`src/rtl/nvm_seq_pkg.sv`:
```
package nvm_seq_pkg;

    typedef enum logic [3:0] {
        ST_IDLE,
        ST_ARMED,
        ST_MODE_SU,
        ST_PG_SU,
        ST_ADDR_SU,
        ST_PULSE,
        ST_PG_HOLD,
        ST_ER_PULSE,
        ST_NV_HOLD,
        ST_RECOVER
    } seq_state_e;

    typedef enum logic [1:0] {
        OP_NONE = 2'b00,
        OP_PGM  = 2'b01,
        OP_ERS  = 2'b10,
        OP_RSV  = 2'b11
    } seq_op_e;

    // Minimum time in ns -> clock cycles, rounded up, never below one.
    function automatic int unsigned ns_to_cyc(longint unsigned ns, longint unsigned mhz);
        longint unsigned c;
        c = (ns * mhz + 64'd999) / 64'd1000;
        if (c == 0) c = 1;
        return int'(c);
    endfunction

    function automatic int unsigned umax(int unsigned a, int unsigned b);
        return (a > b) ? a : b;
    endfunction

endpackage

```
`src/rtl/nvm_seq_timer.sv`:
```
module nvm_seq_timer #(
    parameter int CW = 8
) (
    input  logic          clk,
    input  logic          rst_n,
    input  logic          load,
    input  logic [CW-1:0] load_val,
    output logic          done
);
    logic [CW-1:0] cnt_q;

    always_ff @(posedge clk or negedge rst_n) begin
        if (!rst_n)
            cnt_q <= '0;
        else if (load)
            cnt_q <= load_val;
        else if (cnt_q != '0)
            cnt_q <= cnt_q - CW'(1);
    end

    assign done = (cnt_q == '0);
endmodule

```
`src/rtl/nvm_seq_latch.sv`:
```
module nvm_seq_latch #(
    parameter int AW = 8,
    parameter int DW = 32
) (
    input  logic          clk,
    input  logic          rst_n,
    input  logic          ld,
    input  logic [AW-1:0] addr_in,
    input  logic [DW-1:0] data_in,
    output logic [AW-1:0] addr_q,
    output logic [DW-1:0] data_q
);
    always_ff @(posedge clk or negedge rst_n) begin
        if (!rst_n) begin
            addr_q <= '0;
            data_q <= '0;
        end else if (ld) begin
            addr_q <= addr_in;
            data_q <= data_in;
        end
    end
endmodule

```
`src/rtl/nvm_seq_hvmon.sv`:
```
module nvm_seq_hvmon #(
    parameter int          ROW_W = 3,
    parameter int unsigned LIMIT = 100
) (
    input  logic             clk,
    input  logic             rst_n,
    input  logic             hv_on,
    input  logic [ROW_W-1:0] hv_row,
    input  logic             clr,
    input  logic [ROW_W-1:0] clr_row,
    output logic             fault
);
    localparam int ROWS = 1 << ROW_W;
    localparam int HCW  = $clog2(LIMIT + 2);

    logic [ROWS-1:0] over;
    logic            fault_q;

    for (genvar r = 0; r < ROWS; r++) begin : g_row
        logic [HCW-1:0] acc_q;
        always_ff @(posedge clk or negedge rst_n) begin
            if (!rst_n)
                acc_q <= '0;
            else if (clr && clr_row == ROW_W'(r))
                acc_q <= '0;
            else if (hv_on && hv_row == ROW_W'(r) && acc_q <= HCW'(LIMIT))
                acc_q <= acc_q + HCW'(1);
        end
        assign over[r] = (acc_q > HCW'(LIMIT));
    end

    always_ff @(posedge clk or negedge rst_n) begin
        if (!rst_n)
            fault_q <= 1'b0;
        else if (|over)
            fault_q <= 1'b1;
    end

    assign fault = fault_q;
endmodule

```
`src/rtl/nvm_seq.sv`:
```
module nvm_seq
    import nvm_seq_pkg::*;
#(
    parameter int          ROW_W       = 3,
    parameter int          COL_W       = 5,
    parameter int          DW          = 32,
    parameter int unsigned CLK_MHZ     = 25,
    parameter int unsigned T_NVS_NS    = 5000,
    parameter int unsigned T_PGS_NS    = 10000,
    parameter int unsigned T_ADS_NS    = 20,
    parameter int unsigned T_PROG_NS   = 30000,
    parameter int unsigned T_ADH_NS    = 20,
    parameter int unsigned T_PGH_NS    = 20000,
    parameter int unsigned T_NVH_NS    = 5000,
    parameter int unsigned T_RCV_NS    = 1000,
    parameter int unsigned T_ERASE_NS  = 20000000,
    parameter int unsigned T_HVMAX_NS  = 4000000
) (
    input  logic                   clk,
    input  logic                   rst_n,
    input  logic                   hw_en,
    input  logic                   hw_sel,
    input  logic [1:0]             hw_op,
    input  logic [ROW_W+COL_W-1:0] hw_addr,
    input  logic [DW-1:0]          hw_data,
    output logic                   busy,
    output logic                   cmd_err,
    output logic                   hv_fault,
    output logic                   arr_row_en,
    output logic                   arr_col_en,
    output logic                   arr_sense,
    output logic                   arr_outen,
    output logic                   arr_bank_sel,
    output logic                   arr_pgm_mode,
    output logic                   arr_ers_mode,
    output logic                   arr_hv_store,
    output logic [ROW_W-1:0]       arr_row_addr,
    output logic [COL_W-1:0]       arr_col_addr,
    output logic [DW-1:0]          arr_wdata
);
    localparam int          AW      = ROW_W + COL_W;
    localparam int unsigned C_NVS   = ns_to_cyc(T_NVS_NS, CLK_MHZ);
    localparam int unsigned C_PGS   = ns_to_cyc(T_PGS_NS, CLK_MHZ);
    localparam int unsigned C_ADS   = ns_to_cyc(T_ADS_NS, CLK_MHZ);
    localparam int unsigned C_PROG  = ns_to_cyc(T_PROG_NS, CLK_MHZ);
    localparam int unsigned C_PGH   = umax(ns_to_cyc(T_ADH_NS, CLK_MHZ),
                                           ns_to_cyc(T_PGH_NS, CLK_MHZ));
    localparam int unsigned C_NVH   = ns_to_cyc(T_NVH_NS, CLK_MHZ);
    localparam int unsigned C_RCV   = ns_to_cyc(T_RCV_NS, CLK_MHZ);
    localparam int unsigned C_ERASE = ns_to_cyc(T_ERASE_NS, CLK_MHZ);
    localparam int unsigned C_HVMAX = ns_to_cyc(T_HVMAX_NS, CLK_MHZ);
    localparam int unsigned C_MAX   = umax(umax(umax(C_NVS, C_PGS), umax(C_ADS, C_PROG)),
                                           umax(umax(C_PGH, C_NVH), umax(C_RCV, C_ERASE)));
    localparam int          CW      = $clog2(C_MAX + 1);

    seq_state_e    state_q, state_d;
    seq_op_e       op_q;
    logic          tmr_done;
    logic [CW-1:0] tmr_val;
    logic          host_open;
    logic          op_wr_ok;
    logic          start;
    logic          err_q;
    logic [AW-1:0] lat_addr;
    logic [DW-1:0] lat_data;

    assign host_open = (state_q == ST_IDLE) || (state_q == ST_ARMED);
    assign op_wr_ok  = (hw_op == OP_PGM) || (hw_op == OP_ERS);
    assign start     = (state_q == ST_ARMED) && hw_en && hw_sel;

    // Next-state logic.
    always_comb begin
        state_d = state_q;
        unique case (state_q)
            ST_IDLE:     if (hw_en && !hw_sel && op_wr_ok) state_d = ST_ARMED;
            ST_ARMED:    if (hw_en) begin
                             if (hw_sel)        state_d = ST_MODE_SU;
                             else if (!op_wr_ok) state_d = ST_IDLE;
                         end
            ST_MODE_SU:  if (tmr_done) state_d = (op_q == OP_PGM) ? ST_PG_SU : ST_ER_PULSE;
            ST_PG_SU:    if (tmr_done) state_d = ST_ADDR_SU;
            ST_ADDR_SU:  if (tmr_done) state_d = ST_PULSE;
            ST_PULSE:    if (tmr_done) state_d = ST_PG_HOLD;
            ST_PG_HOLD:  if (tmr_done) state_d = ST_NV_HOLD;
            ST_ER_PULSE: if (tmr_done) state_d = ST_NV_HOLD;
            ST_NV_HOLD:  if (tmr_done) state_d = ST_RECOVER;
            ST_RECOVER:  if (tmr_done) state_d = ST_IDLE;
            default:     state_d = ST_IDLE;
        endcase
    end

    // Interval length for the state being entered (count minus one).
    always_comb begin
        unique case (state_d)
            ST_MODE_SU:  tmr_val = CW'(C_NVS - 1);
            ST_PG_SU:    tmr_val = CW'(C_PGS - 1);
            ST_ADDR_SU:  tmr_val = CW'(C_ADS - 1);
            ST_PULSE:    tmr_val = CW'(C_PROG - 1);
            ST_PG_HOLD:  tmr_val = CW'(C_PGH - 1);
            ST_ER_PULSE: tmr_val = CW'(C_ERASE - 1);
            ST_NV_HOLD:  tmr_val = CW'(C_NVH - 1);
            ST_RECOVER:  tmr_val = CW'(C_RCV - 1);
            default:     tmr_val = '0;
        endcase
    end

    // State register, operation register and reject flag.
    always_ff @(posedge clk or negedge rst_n) begin
        if (!rst_n) begin
            state_q <= ST_IDLE;
            op_q    <= OP_NONE;
            err_q   <= 1'b0;
        end else begin
            state_q <= state_d;
            if (host_open && hw_en && !hw_sel)
                op_q <= seq_op_e'(hw_op);
            err_q <= hw_en && !host_open;
        end
    end

    nvm_seq_timer #(.CW(CW)) u_tmr (
        .clk      (clk),
        .rst_n    (rst_n),
        .load     (state_d != state_q),
        .load_val (tmr_val),
        .done     (tmr_done)
    );

    nvm_seq_latch #(.AW(AW), .DW(DW)) u_lat (
        .clk     (clk),
        .rst_n   (rst_n),
        .ld      (host_open && hw_en && hw_sel),
        .addr_in (hw_addr),
        .data_in (hw_data),
        .addr_q  (lat_addr),
        .data_q  (lat_data)
    );

    nvm_seq_hvmon #(.ROW_W(ROW_W), .LIMIT(C_HVMAX)) u_hv (
        .clk     (clk),
        .rst_n   (rst_n),
        .hv_on   (arr_hv_store && (op_q == OP_PGM)),
        .hv_row  (lat_addr[AW-1:COL_W]),
        .clr     (start && (op_q == OP_ERS)),
        .clr_row (hw_addr[AW-1:COL_W]),
        .fault   (hv_fault)
    );

    // Strobe decode from the state register.
    always_comb begin
        arr_row_en   = 1'b0;
        arr_col_en   = 1'b0;
        arr_pgm_mode = 1'b0;
        arr_ers_mode = 1'b0;
        arr_hv_store = 1'b0;
        busy         = 1'b1;
        unique case (state_q)
            ST_IDLE, ST_ARMED: busy = 1'b0;
            ST_MODE_SU: begin
                arr_row_en   = 1'b1;
                arr_pgm_mode = (op_q == OP_PGM);
                arr_ers_mode = (op_q == OP_ERS);
            end
            ST_PG_SU, ST_ADDR_SU, ST_PG_HOLD: begin
                arr_row_en   = 1'b1;
                arr_pgm_mode = 1'b1;
                arr_hv_store = 1'b1;
            end
            ST_PULSE: begin
                arr_row_en   = 1'b1;
                arr_pgm_mode = 1'b1;
                arr_hv_store = 1'b1;
                arr_col_en   = 1'b1;
            end
            ST_ER_PULSE: begin
                arr_row_en   = 1'b1;
                arr_ers_mode = 1'b1;
                arr_hv_store = 1'b1;
            end
            ST_NV_HOLD: begin
                arr_row_en   = 1'b1;
                arr_hv_store = 1'b1;
            end
            ST_RECOVER: ;
            default: busy = 1'b0;
        endcase
    end

    assign cmd_err      = err_q;
    assign arr_sense    = 1'b0;
    assign arr_outen    = 1'b0;
    assign arr_bank_sel = 1'b0;
    assign arr_row_addr = lat_addr[AW-1:COL_W];
    assign arr_col_addr = lat_addr[COL_W-1:0];
    assign arr_wdata    = lat_data;
endmodule

```
`config.mk`:
```
export PLATFORM = sky130hd
export DESIGN_NAME = nvm_seq
export DESIGN_NICKNAME = d
export VERILOG_FILES = /design/src/rtl/nvm_seq_pkg.sv /design/src/rtl/nvm_seq_timer.sv /design/src/rtl/nvm_seq_latch.sv /design/src/rtl/nvm_seq_hvmon.sv /design/src/rtl/nvm_seq.sv
export SDC_FILE = /design/constraint.sdc
export NUM_CORES = 1
export LEC_CHECK = 0
export ABC_AREA = 1
export CAP_MARGIN = 30
export CORE_ASPECT_RATIO = 1.2
export CORE_MARGIN = 8
export CORE_UTILIZATION = 40
export CTS_BUF_LIST = sky130_fd_sc_hd__clkbuf_2
export CTS_CLUSTER_SIZE = 30
export DETAILED_ROUTE_END_ITERATION = 12
export DONT_BUFFER_PORTS = 1
export PLACE_DENSITY = 0.53
export REMOVE_ABC_BUFFERS = 1
export SLEW_MARGIN = 20
export SYNTH_ARGS = -nofsm -noshare
export SYNTH_HDL_FRONTEND = slang
export SYNTH_HIERARCHICAL = 1
export SYNTH_SLANG_ARGS = --single-unit
```
`constraint.sdc`:
```
create_clock -name clk -period 4.15 [get_ports clk]
set_clock_uncertainty 0.15 [all_clocks]
set_input_delay 0.2075 -clock clk [delete_from_list [all_inputs] [get_ports clk]]
set_output_delay 0.2075 -clock clk [all_outputs]
set_load 0.1 [all_outputs]
```
Word level (Yosys, flattened, before mapping) --
Memory sizes are Yosys's and may differ from the RTL's. Cells that the tools add are included. Widths: inputs -> output; s select.
Cells by class: $lt $le $gt $ge 16, reductions and logical operators 58, equality and inequality tests 28, multiplexer cells 37, add/sub/neg operators 9
Operators by type and width (number):
- $mux 17 | 16
- $add 17x1->17 const B | 8
- $gt 17x17->1 const B | 8
- $le 17x17->1 const B | 8
- $mux 4 | 11
- $mux 19 | 2
- $pmux 4 s9 | 1
- $logic_and 1x1->1 | 34
- $eq 3x3->1 const B | 8
- $logic_not 19->1 | 1
- $reduce_bool 19->1 | 1
- $sub 19x1->19 const B | 1
- $reduce_bool 2->1 | 9
- $eq 4x3->1 const B | 4
- $reduce_or 8->1 | 2
- $eq 3x2->1 const B | 4
- $eq 4x2->1 const B | 2
- $eq 4x4->1 const B | 2
- $reduce_or 7->1 | 1
- $eq 3x1->1 const B | 2
- $logic_not 3->1 | 2
- $reduce_or 6->1 | 1
- $eq 2x1->1 const B | 2
- $eq 2x2->1 const B | 2
- other kinds (10) | 16
Word-level totals: output and inout port bits 51, ROM bits 240, input bits 46, flip-flop bits (word level) 203, logic and storage cells 164, memories kept 1
Memory list:
- (name not given) | words 16, width 15, read ports 1, clocked after Yosys merged registers in 0, write ports 0, RTL line nvm_seq.sv:94 | unique case (state_d)

Logic depth before layout (Yosys ltp) --
Gate-level depths: netlist of the first run.
depth in word-level cells 8, depth in mapped cells 19, mapped depth without buffers 19

Cells and area by module --
The synthesis of the first run kept the hierarchy.
By module, submodules not included:
- nvm_seq_hvmon | seq. area each 3428.3 µm², area each 10082.2 µm², cells each 1592, times used 1
- nvm_seq_latch | seq. area each 1001.0 µm², area each 1605.3 µm², cells each 170, times used 1
- nvm_seq_timer | seq. area each 475.5 µm², area each 1300.0 µm², cells each 192, times used 1
- nvm_seq | seq. area each 175.2 µm², area each 802.0 µm², cells each 124, times used 1

Least setup slack after synthesis of the first run --
Ideal clock, no wire load.
kind reg-to-reg, start point register u_tmr.cnt_q[0], end point register u_tmr.cnt_q[14], path slack 1014 ps, arrival time 2908 ps, path buffers 1, clock period less this slack 3136 ps, cell stages (with the launch flop) 16, setup time 77 ps, data required time 3923 ps, cells stage by stage dfrtp_1 inv_1 ha_1 nand2_2 nor2_8 nand2_1 nor4_1 inv_2 a22oi_2 nor2_4 a21oi_1 nand3_1 inv_1 clkbuf_1 nand3_1 a21oi_1
On the way: longest elaborated chain between the ends 5, elaborated cells on any way between the ends 15, classes of those cells add/sub (1); eq/ne (1); mux (10); reduce/logical (3)
RTL lines:
- from (decl) | RTL line nvm_seq_timer.sv:10 | logic [CW-1:0] cnt_q;
- from (signal assigned) | RTL line nvm_seq_timer.sv:16 | cnt_q <= load_val;
- from (signal assigned) | RTL line nvm_seq_timer.sv:18 | cnt_q <= cnt_q - CW'(1);
- $logic_not 19->1 (*) | RTL line nvm_seq_timer.sv:21 | assign done = (cnt_q == '0);
- net tmr_done | RTL line nvm_seq.sv:58 | logic tmr_done;
- $mux 4 (tied with other cells) | RTL line nvm_seq.sv:87 | ST_RECOVER: if (tmr_done) state_d = ST_IDLE;
- $pmux 4 s9 (*) | RTL line nvm_seq.sv:74 | unique case (state_q)
- $ne 4x4->1 (*) | RTL line nvm_seq.sv:124 | .load (state_d != state_q),
- $mux 19 / $reduce_bool 2->1 (equally long branches)
Mark *: on every way through the listed nets, which the timed path passes. The rest lies on a longest branch. The select of a mux whose other input is x is not followed. A chain may end at the register's enable or synchronous reset.

Final worst setup path of the first run --
start point register state_q[1], end point output arr_row_en
On the way: longest elaborated chain between the ends 3, elaborated cells on any way between the ends 9, classes of those cells eq/ne (7); mux (1); reduce/logical (1)
RTL lines:
- from (decl) | RTL line nvm_seq.sv:56 | seq_state_e state_q, state_d;
- from (signal assigned) | RTL line nvm_seq.sv:114 | state_q <= state_d;
- $eq 4x4->1 (tied with other cells) | RTL line nvm_seq.sv:157 | unique case (state_q)
- $reduce_or 7->1 (no source line) (*)
- $mux 1 (*) | RTL line nvm_seq.sv:157
- to (decl) | RTL line nvm_seq.sv:29 | output logic arr_row_en,
Mark *: on every way between the ends. The rest lies on a longest branch, timed or not.

==> results.sh, run 1 <==
export IMPL_routed_via_density=4.88
export IMPL_drc_errors=0
export IMPL_pwr_density_cell_mw_per_mm2=344
export IMPL_overflow=0
export IMPL_dp_cells=2498
export IMPL_clkPwrFrac=0.283
export IMPL_cts_max_level=2
export IMPL_io_buffers=0
export IMPL_final_cell_mix="765 x nand2_1, 324 x nor2_1, 250 x nand3_1"
export IMPL_clk_pin_slew_worst_paths_ps=100
export IMPL_grt_pass1_vias=12900
export IMPL_fp_dieW_um=185
export IMPL_tns_ps=0
export IMPL_cts_tree="yes"
export IMPL_numCtsBuffers=58
export IMPL_grt_use_met3=0.0470
export IMPL_synth_seq_area_share=0.368
export IMPL_hold_slack_ps=-1160
export IMPL_pwr_share_seq=0.509
export IMPL_min_path_type="input port to async pin"
export IMPL_setup_viol=0
export IMPL_synth_edf_count=0
export IMPL_mostFrequentLayoutCell="nand2_1"
export IMPL_yosysWarnings=6
export IMPL_cpMaxStageDelayCell="nand2_1"
export IMPL_met1_usage=0.223
export IMPL_drive_above_1_share=0.0827
export IMPL_reg2reg_depth=11
export IMPL_startpoint_type="flip-flop"
export IMPL_fill_cells=3435
export IMPL_antenna_found_initial=1
export IMPL_post_cts_buffers=0
export IMPL_fmax_ghz=0.296
export IMPL_rows=74
export IMPL_timing_final_crit_period_ps=3370
export IMPL_syn_area_per_cell_um2=6.64
export IMPL_die_area_mm2=0.0407
export IMPL_violations="hold timing"
export IMPL_rrSetupSlack_ps=900
export IMPL_final_cell_count_no_fill=2731
export IMPL_worst_path_buf_inv=2
export IMPL_p_int_mw=3.38
export IMPL_grt_max_degree=204
export IMPL_critical_path_max_stage_delay_ps=710
export IMPL_end_kind="primary output"
export IMPL_clk_latency_ps=900
export IMPL_gp_congestion=0.847
export IMPL_drtAntennaViolNets=0
export IMPL_fp_dieH_um=219
export IMPL_pwr_share_comb=0.208
export IMPL_min_period_over_period=0.813
export IMPL_nets=2299
export IMPL_cts_root_buf="clkbuf_2"
export IMPL_cp_max_fo=10
export IMPL_ys_top_cells_by_area="dfrtp_1 37%, nand2_1 21%, nand3_1 9.1%, nor2_1 8.8%, inv_1 4.4%"
export IMPL_synth_top_area_cell="dfrtp_1"
export IMPL_cts_resized=0
export IMPL_busiest_layer="met2"
export IMPL_cp_required_ps=3790
export IMPL_grt_pass1_wl_mm=63.8
export IMPL_outcome="complete, but fails checks"
export IMPL_crit_path_frequent_cell="nand2_1"
export IMPL_routed_wl_mm=37.9
export IMPL_critPathTopFamily="simple AND/OR/NAND/NOR gates"
export IMPL_synth_area_mm2=0.0138
export IMPL_dp_hpwl_mm=24.7
export IMPL_area_delta_synth_final_pct=15.7
export IMPL_swShare=0.384
export IMPL_max_slew_margin_rel=0.354
export IMPL_core_area_mm2=0.0340
export IMPL_leakage_nw=8.11
export IMPL_syn_inst=2078
export IMPL_hold_buffers=128
export IMPL_max_cap_violations=0
export IMPL_hold_violations=203
export IMPL_cts_sinks=203
export IMPL_grt_total_usage=0.189
export IMPL_r2r_start="state_q[1]"
export IMPL_synth_seq_cells=203
export IMPL_pin_count=97
export IMPL_async_reset_ff_frac=1.00
export IMPL_synth_cell_types=43
export IMPL_synthFlopType="dfrtp_1"
export IMPL_path_cells="nand2_1 -> inv_2 -> nand2_2 -> inv_1 -> nor3_1 -> nand2_1"
export IMPL_crit_arrival_ps=3020
export IMPL_p_sw_mw=2.11
export IMPL_reg2reg_to="u_hv/g_row[1].acc_q[3]"
export IMPL_slew_viol_final=0
export IMPL_synth_top_area_frac=0.368
export IMPL_wire_per_inst_um=13.9
export IMPL_drt_pass1_iter_count=6
export IMPL_rsz0062_at_grt="no"
export IMPL_crit_type="flip-flop to primary output"
export IMPL_start_util=0.406
export IMPL_clock_tree_buffer_depth=3
export IMPL_irDropWorstVdd_mv=0.194
export IMPL_vias=13300
export IMPL_use_met2=0.331
export IMPL_first_iter_violations=755
export IMPL_worst_pin_slew_ps=968
export IMPL_dp_slack_ps=940
export IMPL_worst_slack_ps=775
[area by class of cell]
type / instances / area, um2 / share of cell area
sequential: 203 / 5080 / 0.318
antenna: 1 / 2.50 / 0.000157
clock buffer: 75 / 375 / 0.0235
inverter: 183 / 694 / 0.0435
timing repair buffer: 142 / 1410 / 0.0882
multi-input combinational: 1642 / 7650 / 0.480
clock inverter: 29 / 169 / 0.0106
tap: 456 / 571 / 0.0358
[kinds of logic after synthesis]
logic type | Yosys count | synth area share
other | 1 | 0.000272
adders and majority gates | 23 | 0.0209
DFF | 203 | 0.368
and+or+nand+nor | 1480 | 0.462
AOI/OAI and AO/OA | 79 | 0.0351
xor gates and xnor gates | 53 | 0.0337
buffers and inverters | 239 | 0.0800
[sequential cells by signal, summed over array words and instances (netlist names)]
name and cells:
u_tmr/cnt_q 19, u_lat/data_q 32, u_hv/g_row.acc_q 136, u_lat/addr_q 8
cmd_err 1, op_q 2, u_hv/fault 1, state_q 4
[how the worst max path moves through the flow]
stage,cells past startpoint,end,start,slack [ps]
floorplan,14,u_tmr/cnt_q[2],u_tmr/cnt_q[0],650
global placement,11,u_hv/g_row[1].acc_q[2],state_q[1],1020
detailed placement,11,u_hv/g_row[1].acc_q[2],state_q[1],940
CTS,6,arr_row_en,state_q[1],690
global route,6,arr_row_en,state_q[1],620
finish,6,arr_row_en,state_q[1],780
[metal layers]
metal  wire [um]  part of all wire  up-vias
met5           0                 0        -
met4         788             0.021        0
met3        2190             0.058       61
met2       18600              0.49      270
met1       16400              0.43     6132
li1            -                 -     6877
[cell usage after synthesis (14+ instances only)]
cell      count
a21oi_1      17
buf_6        14
clkbuf_1     16
dfrtp_1     203
ha_1         23
inv_1       162
inv_2        16
nand2_1     765
nand2_2      30
nand2_4      14
nand3_1     250
nand4_1      50
nor2_1      325
o21ai_0      22
o21bai_1     21
xor2_1       41
[power groups by stage]
stage	registers [mW]	logic [mW]	clock network, mW
after floorplan	2.72	0.917	0
after global placement	2.82	1.06	0
after detailed placement	2.82	1.08	0
after CTS	2.79	1.14	1.64
after global routing	2.85	1.35	1.75
final	2.79	1.14	1.56
[stage by stage]
| stage | util | area (um2) | hold slack [ps] | power [mW] |
|---|---|---|---|---|
| 5_1_grt | 0.469 | 16000 | -1270 | 5.95 |
| 6_report | 0.469 | 16000 | -1160 | 5.49 |
| 3_5_place_dp | 0.416 | 14100 | -224 | 3.90 |
| 2_1_floorplan | - | 13400 | -238 | 3.63 |
| 4_1_cts | 0.469 | 16000 | -1280 | 5.57 |
| 3_3_place_gp | 0.415 | 14100 | -224 | 3.88 |
Power figures use the tool's default switching activity.
==> run 2, diff against run 1 <==
==> constraint.sdc (replaced) <==
create_clock -name clk -period 3.16 [get_ports clk]
set_clock_uncertainty 0.15 [all_clocks]
set_input_delay 0.158 -clock clk [delete_from_list [all_inputs] [get_ports clk]]
set_output_delay 0.158 -clock clk [all_outputs]
set_load 0.1 [all_outputs]
==> run 2 against run 1 <==
Net effect: the run still ends with hold timing left; utilization up 0.57 points; largest cell class unchanged; sequential power grew 32%; critical endpoint is now u_lat/data_q[21]; clock-buffer cell count down 1; critical path type is now flip-flop to flip-flop; via count is 0.18% higher; final area is 1.2% higher; critical path depth is 2 higher; setup slack worse by 610 ps; first-iteration DRC count is 4.4% lower; global-route usage about the same.
==> results.sh, run 2 (synthesized netlist as in run 1, its figures left out) <==
export IMPL_outcome="complete, but fails checks"
export IMPL_violations="hold timing"
export IMPL_die_area_mm2=0.0407
export IMPL_max_cap_violations=0
export IMPL_drt_pass1_iter_count=5
export IMPL_min_path_type="input port to async pin"
export IMPL_first_iter_violations=722
export IMPL_placed_cell_area_mm2=0.0142
export IMPL_grt_pass1_wl_mm=63.9
export IMPL_cp_required_ps=3800
export IMPL_crit_arrival_ps=3630
export IMPL_cts_max_level=2
export IMPL_max_slew_margin_rel=0.349
export IMPL_drc_errors=0
export IMPL_final_cell_mix="764 x nand2_1, 324 x nor2_1, 249 x nand3_1"
export IMPL_start_util=0.406
export IMPL_reg_top3="u_hv/g_row.acc_q x136, u_lat/data_q x32, u_tmr/cnt_q x19"
export IMPL_clock_tree_buffer_depth=3
export IMPL_dp_cells=2511
export IMPL_final_util=0.475
export IMPL_worst_slack_ps=169
export IMPL_leakage_nw=8.24
export IMPL_routed_wl_mm=37.7
export IMPL_wire_per_inst_um=13.7
export IMPL_hold_slack_ps=-1180
export IMPL_cpMaxStageDelayCell="dlygate4sd3_1"
export IMPL_setup_viol=0
export IMPL_gp_congestion=0.833
export IMPL_fp_dieH_um=219
export IMPL_fmax_ghz=0.334
export IMPL_largest_register_ffs=136
export IMPL_clk_latency_ps=880
export IMPL_startpoint_type="flip-flop"
export IMPL_path_cells="inv_1 -> nand3_1 -> nor2_4 -> buf_4 -> nand2_1 -> dlygate4sd3_1 -> nand2_1 -> dlygate4sd3_1"
export IMPL_grt_use_met3=0.0521
export IMPL_hold_violations=203
export IMPL_overflow=0
export IMPL_grt_max_degree=204
export IMPL_worst_pin_slew_ps=976
export IMPL_final_cell_count_no_fill=2754
export IMPL_busiest_layer="met2"
export IMPL_grt_pass1_vias=13200
export IMPL_critPathTopFamily="buffers and inverters"
export IMPL_total_power_mw=7.11
export IMPL_end_kind="flip-flop"
export IMPL_routed_via_density=4.85
export IMPL_rows=74
export IMPL_slew_viol_final=0
export IMPL_grt_total_usage=0.189
export IMPL_cts_root_buf="clkbuf_2"
export IMPL_use_met2=0.325
export IMPL_io_buffers=0
export IMPL_numCtsBuffers=58
export IMPL_nets=2325
export IMPL_tns_ps=0
export IMPL_pwr_density_cell_mw_per_mm2=440
export IMPL_timing_final_crit_period_ps=2990
export IMPL_hold_buffers=130
export IMPL_cp_max_fo=26
export IMPL_clk_pin_slew_worst_paths_ps=130
export IMPL_drive_above_1_share=0.0963
export IMPL_critical_path_max_stage_delay_ps=600
export IMPL_cts_tree="yes"
export IMPL_mostFrequentLayoutCell="nand2_1"
export IMPL_met1_usage=0.220
export IMPL_min_period_over_period=0.947
export IMPL_vias=13400
export IMPL_antenna_found_initial=3
export IMPL_worst_path_buf_inv=4
export IMPL_dp_slack_ps=-77.9
export IMPL_core_area_mm2=0.0340
export IMPL_crit_type="flip-flop to flip-flop"
export IMPL_fp_dieW_um=185
export IMPL_top_register="u_hv/g_row.acc_q"
export IMPL_pin_count=97
export IMPL_irDropWorstVdd_mv=0.267
export IMPL_cts_sinks=203
export IMPL_dp_hpwl_mm=24.7
export IMPL_drtAntennaViolNets=0
export IMPL_stdcell_area_mm2=0.0161
export IMPL_area_delta_synth_final_pct=17.1
==> run 2: cell count changes in the layout (fill, tap and decap cells not counted), moves of 2 or more <==
| cell | before | now |
|---|---|---|
| buf_4 | 13 | 37 |
| clkinv_1 | 27 | 22 |
| clkinv_2 | 2 | 7 |
| inv_1 | 162 | 159 |
| dlygate4sd3_1 | 128 | 130 |
==> run 2: worst paths after layout <==
kind / start / end / slack (ps) / cells past startpoint
setup / recovery: state_q[1] / u_lat/data_q[21] / 170 / 8
hold / removal: rst_n / u_hv/g_row[3].acc_q[3] / -1180 / 0
setup reg to reg: state_q[1] / u_lat/data_q[21] / 170 / 8
hold reg to reg: u_hv/g_row[7].acc_q[16] / u_hv/g_row[7].acc_q[16] / 380 / 2
max in group asynchronous: rst_n / u_hv/g_row[5].acc_q[11] / 3580 / 0
min in group clk: hw_addr[5] / u_hv/g_row[6].acc_q[16] / 280 / 4
==> run 2: layout make-up <==
type | count | area (um2)
clock inverter | 26 | 133
tap | 456 | 571
multi-input combinational | 1642 | 7690
timing repair buffer | 168 | 1600
fill | 3426 | 17800
sequential | 203 | 5080
antenna | 2 | 5.00
clock buffer | 74 | 370
inverter | 183 | 698
==> run 2: repair_timing <==
item                       CTS  global route
setup buffers                0            11
hold endpoints to repair   399           203
gates resized for setup      2             8
pin swaps                    2             3
setup endpoints to repair   13            26
==> run 2: per-layer routing <==
metal  routed length [um]  part of all wire  up-vias
li1                     -                 -     6920
met1                16300              0.43     6078
met2                18100              0.48      281
met3                 2190             0.058       83
met4                 1100             0.029        2
met5                   12           0.00032        -
==> run 2: where the power goes <==
| part | switching [mW] | internal (mW) |
|---|---|---|
| logic | 0.841 | 0.658 |
| clock network | 1.21 | 0.732 |
| registers | 0.709 | 2.96 |
==> run 3, diff against run 2 <==
--- a/config.mk
+++ b/config.mk
@@ -7,7 +7,6 @@
 export LEC_CHECK = 0
 export ABC_AREA = 1
 export CAP_MARGIN = 30
-export CORE_ASPECT_RATIO = 1.2
 export CORE_MARGIN = 8
 export CORE_UTILIZATION = 40
 export CTS_BUF_LIST = sky130_fd_sc_hd__clkbuf_2
@@ -16,7 +15,6 @@
 export DONT_BUFFER_PORTS = 1
 export PLACE_DENSITY = 0.53
 export REMOVE_ABC_BUFFERS = 1
-export SLEW_MARGIN = 20
 export SYNTH_ARGS = -nofsm -noshare
 export SYNTH_HDL_FRONTEND = slang
 export SYNTH_HIERARCHICAL = 1
==> run 3 against run 2 <==
Net effect: the flow still finishes with violations (hold timing); non-clock buffer count up 1; worst hold slack worse by 79 ps; die area about the same; register-to-register slack about the same; combinational power about the same; critical path type is now input port to flip-flop; largest power group unchanged.
==> results.sh, run 3 (synthesized netlist as in run 1, its figures left out) <==
export IMPL_outcome="complete, but fails checks"
export IMPL_violations="hold timing"
export IMPL_reg2reg_depth=9
export IMPL_drt_pass1_iter_count=5
export IMPL_pwr_share_comb=0.207
export IMPL_grt_pass1_wl_mm=64.5
export IMPL_grt_total_usage=0.186
export IMPL_cts_root_buf="clkbuf_2"
export IMPL_clock_tree_buffer_depth=3
export IMPL_worst_slack_ps=90.8
export IMPL_cpMaxStageDelayCell="dlygate4sd3_1"
export IMPL_leakage_nw=8.24
export IMPL_stdcell_area_mm2=0.0162
export IMPL_swShare=0.389
export IMPL_clkPwrFrac=0.287
export IMPL_crit_path_frequent_cell="nand2_1"
export IMPL_critical_path_max_stage_delay_ps=620
export IMPL_nets=2327
export IMPL_irDropWorstVdd_mv=0.370
export IMPL_routed_wl_mm=37.7
export IMPL_pin_count=97
export IMPL_die_area_mm2=0.0407
export IMPL_start_util=0.402
export IMPL_startpoint_type="input port"
export IMPL_largest_register_ffs=136
export IMPL_path_cells="dlygate4sd3_1 -> dlygate4sd3_1 -> nand2_1 -> dlygate4sd3_1 -> nand4_2 -> dlygate4sd3_1 -> nand2_4 -> inv_2 -> ha_1 -> nand2_1 -> nand3_1 -> nand2_1 -> nand2_1 -> nand2_1 -> inv_1"
export IMPL_final_cell_mix="764 x nand2_1, 324 x nor2_1, 249 x nand3_1"
export IMPL_rows=68
export IMPL_clk_latency_ps=970
export IMPL_io_buffers=0
export IMPL_cts_sinks=203
export IMPL_cp_max_fo=7
export IMPL_rsz0062_at_grt="no"
export IMPL_hold_buffers=125
export IMPL_crit_arrival_ps=3750
export IMPL_core_area_mm2=0.0343
export IMPL_drive_above_1_share=0.0980
export IMPL_vias=13400
export IMPL_clk_pin_slew_worst_paths_ps=110
export IMPL_dp_slack_ps=32.5
export IMPL_timing_final_crit_period_ps=3070
export IMPL_area_delta_synth_final_pct=17.5
export IMPL_hold_slack_ps=-1260
export IMPL_max_slew_margin_rel=0.344
export IMPL_first_iter_violations=715
export IMPL_fp_dieW_um=202
export IMPL_cts_tree="yes"
export IMPL_mostFrequentLayoutCell="nand2_1"
export IMPL_min_path_type="input port to async pin"
export IMPL_setup_viol=0
export IMPL_cp_required_ps=3850
export IMPL_slew_viol_final=0
export IMPL_pwr_share_seq=0.506
export IMPL_overflow=0
export IMPL_top_register="u_hv/g_row.acc_q"
export IMPL_numCtsBuffers=59
export IMPL_drc_errors=0
export IMPL_pwr_density_cell_mw_per_mm2=447
export IMPL_p_int_mw=4.42
export IMPL_fill_cells=3466
export IMPL_hold_violations=203
export IMPL_max_cap_violations=0
export IMPL_drtAntennaViolNets=0
export IMPL_p_sw_mw=2.82
export IMPL_rrSetupSlack_ps=160
export IMPL_grt_max_degree=204
export IMPL_fp_dieH_um=202
export IMPL_grt_pass1_vias=13100
export IMPL_gp_congestion=0.842
export IMPL_r2r_start="state_q[3]"
export IMPL_reg_top3="u_hv/g_row.acc_q x136, u_lat/data_q x32, u_tmr/cnt_q x19"
export IMPL_reg2reg_to="u_lat/data_q[28]"
export IMPL_dp_hpwl_mm=24.4
export IMPL_min_period_over_period=0.971
export IMPL_fmax_ghz=0.326
export IMPL_routed_via_density=4.86
export IMPL_placed_cell_area_mm2=0.0143
export IMPL_tns_ps=0
export IMPL_final_util=0.472
export IMPL_crit_type="input port to flip-flop"
export IMPL_antenna_found_initial=3
export IMPL_cts_max_level=2
export IMPL_worst_pin_slew_ps=984
export IMPL_wire_per_inst_um=13.7
export IMPL_end_kind="flip-flop"
[run 3: changes by cell type in the layout (fill, tap and decap cells not counted), moves of 2 or more]
cell / before / now
buf_4: 37 / 42
clkbuf_2: 74 / 70
clkinv_1: 22 / 31
dlygate4sd3_1: 130 / 125
inv_1: 159 / 161
[run 3: worst max-delay path, delay by kind of cell]
kind / cells / cell delay (ps)
and+or+nand+nor: 8 / 830
buffers and inverters: 6 / 2470
adders and majority gates: 1 / 300
[run 3: worst max-delay path by stage]
stage                         from              to  depth (start not counted)
floorplan           u_tmr/cnt_q[0]  u_tmr/cnt_q[2]                         14
global placement    u_tmr/cnt_q[0]  u_tmr/cnt_q[5]                         17
detailed placement  u_tmr/cnt_q[0]  u_tmr/cnt_q[6]                         18
CTS                 u_tmr/cnt_q[0]  u_tmr/cnt_q[8]                         16
global route        u_tmr/cnt_q[0]  u_tmr/cnt_q[1]                         17
finish                      hw_sel  u_tmr/cnt_q[6]                         15
[run 3: metal layers]
metal  up-vias  routed length (um)  global-route usage
met4         0                 964              0.0655
met3        65                2290              0.0503
met2       266               16900               0.296
met5         -                   0                   0
li1       6942                   -                   -
met1      6167               17600               0.241
[run 3: power groups by stage]
stage / combinational (mW) / sequential, mW / clock (mW)
3_3_place_gp: 1.40 / 3.71 / 0
4_1_cts: 1.50 / 3.66 / 2.22
3_5_place_dp: 1.43 / 3.71 / 0
6_report: 1.50 / 3.66 / 2.08
5_1_grt: 1.77 / 3.75 / 2.34
2_1_floorplan: 1.20 / 3.57 / 0
[run 3: area by class of cell]
class | instances | area, um2 | area share
inverter | 183 | 694 | 0.0429
antenna | 3 | 7.51 | 0.000463
multi-input combinational | 1642 | 7670 | 0.474
clock buffer | 70 | 350 | 0.0216
sequential | 203 | 5080 | 0.314
clock inverter | 39 | 213 | 0.0131
tap | 455 | 569 | 0.0351
timing repair buffer | 169 | 1610 | 0.0992
[run 3: metrics by stage]
| stage | total power, mW | std cells |
|---|---|---|
| after global placement | 5.10 | 2515 |
| after floorplan | 4.77 | 2028 |
| after CTS | 7.39 | 2751 |
| after global routing | 7.86 | 2764 |
| after detailed placement | 5.13 | 2515 |
| final | 7.24 | 2764 |
[run 3: timing repair]
item                                    in CTS  in global routing
buffers inserted                             2                 10
cloned                                       0                  0
endpoints found under the setup margin       6                 36
pin swaps                                    1                  5
endpoints found under the hold margin      403                203
gates resized for setup                      2                  6
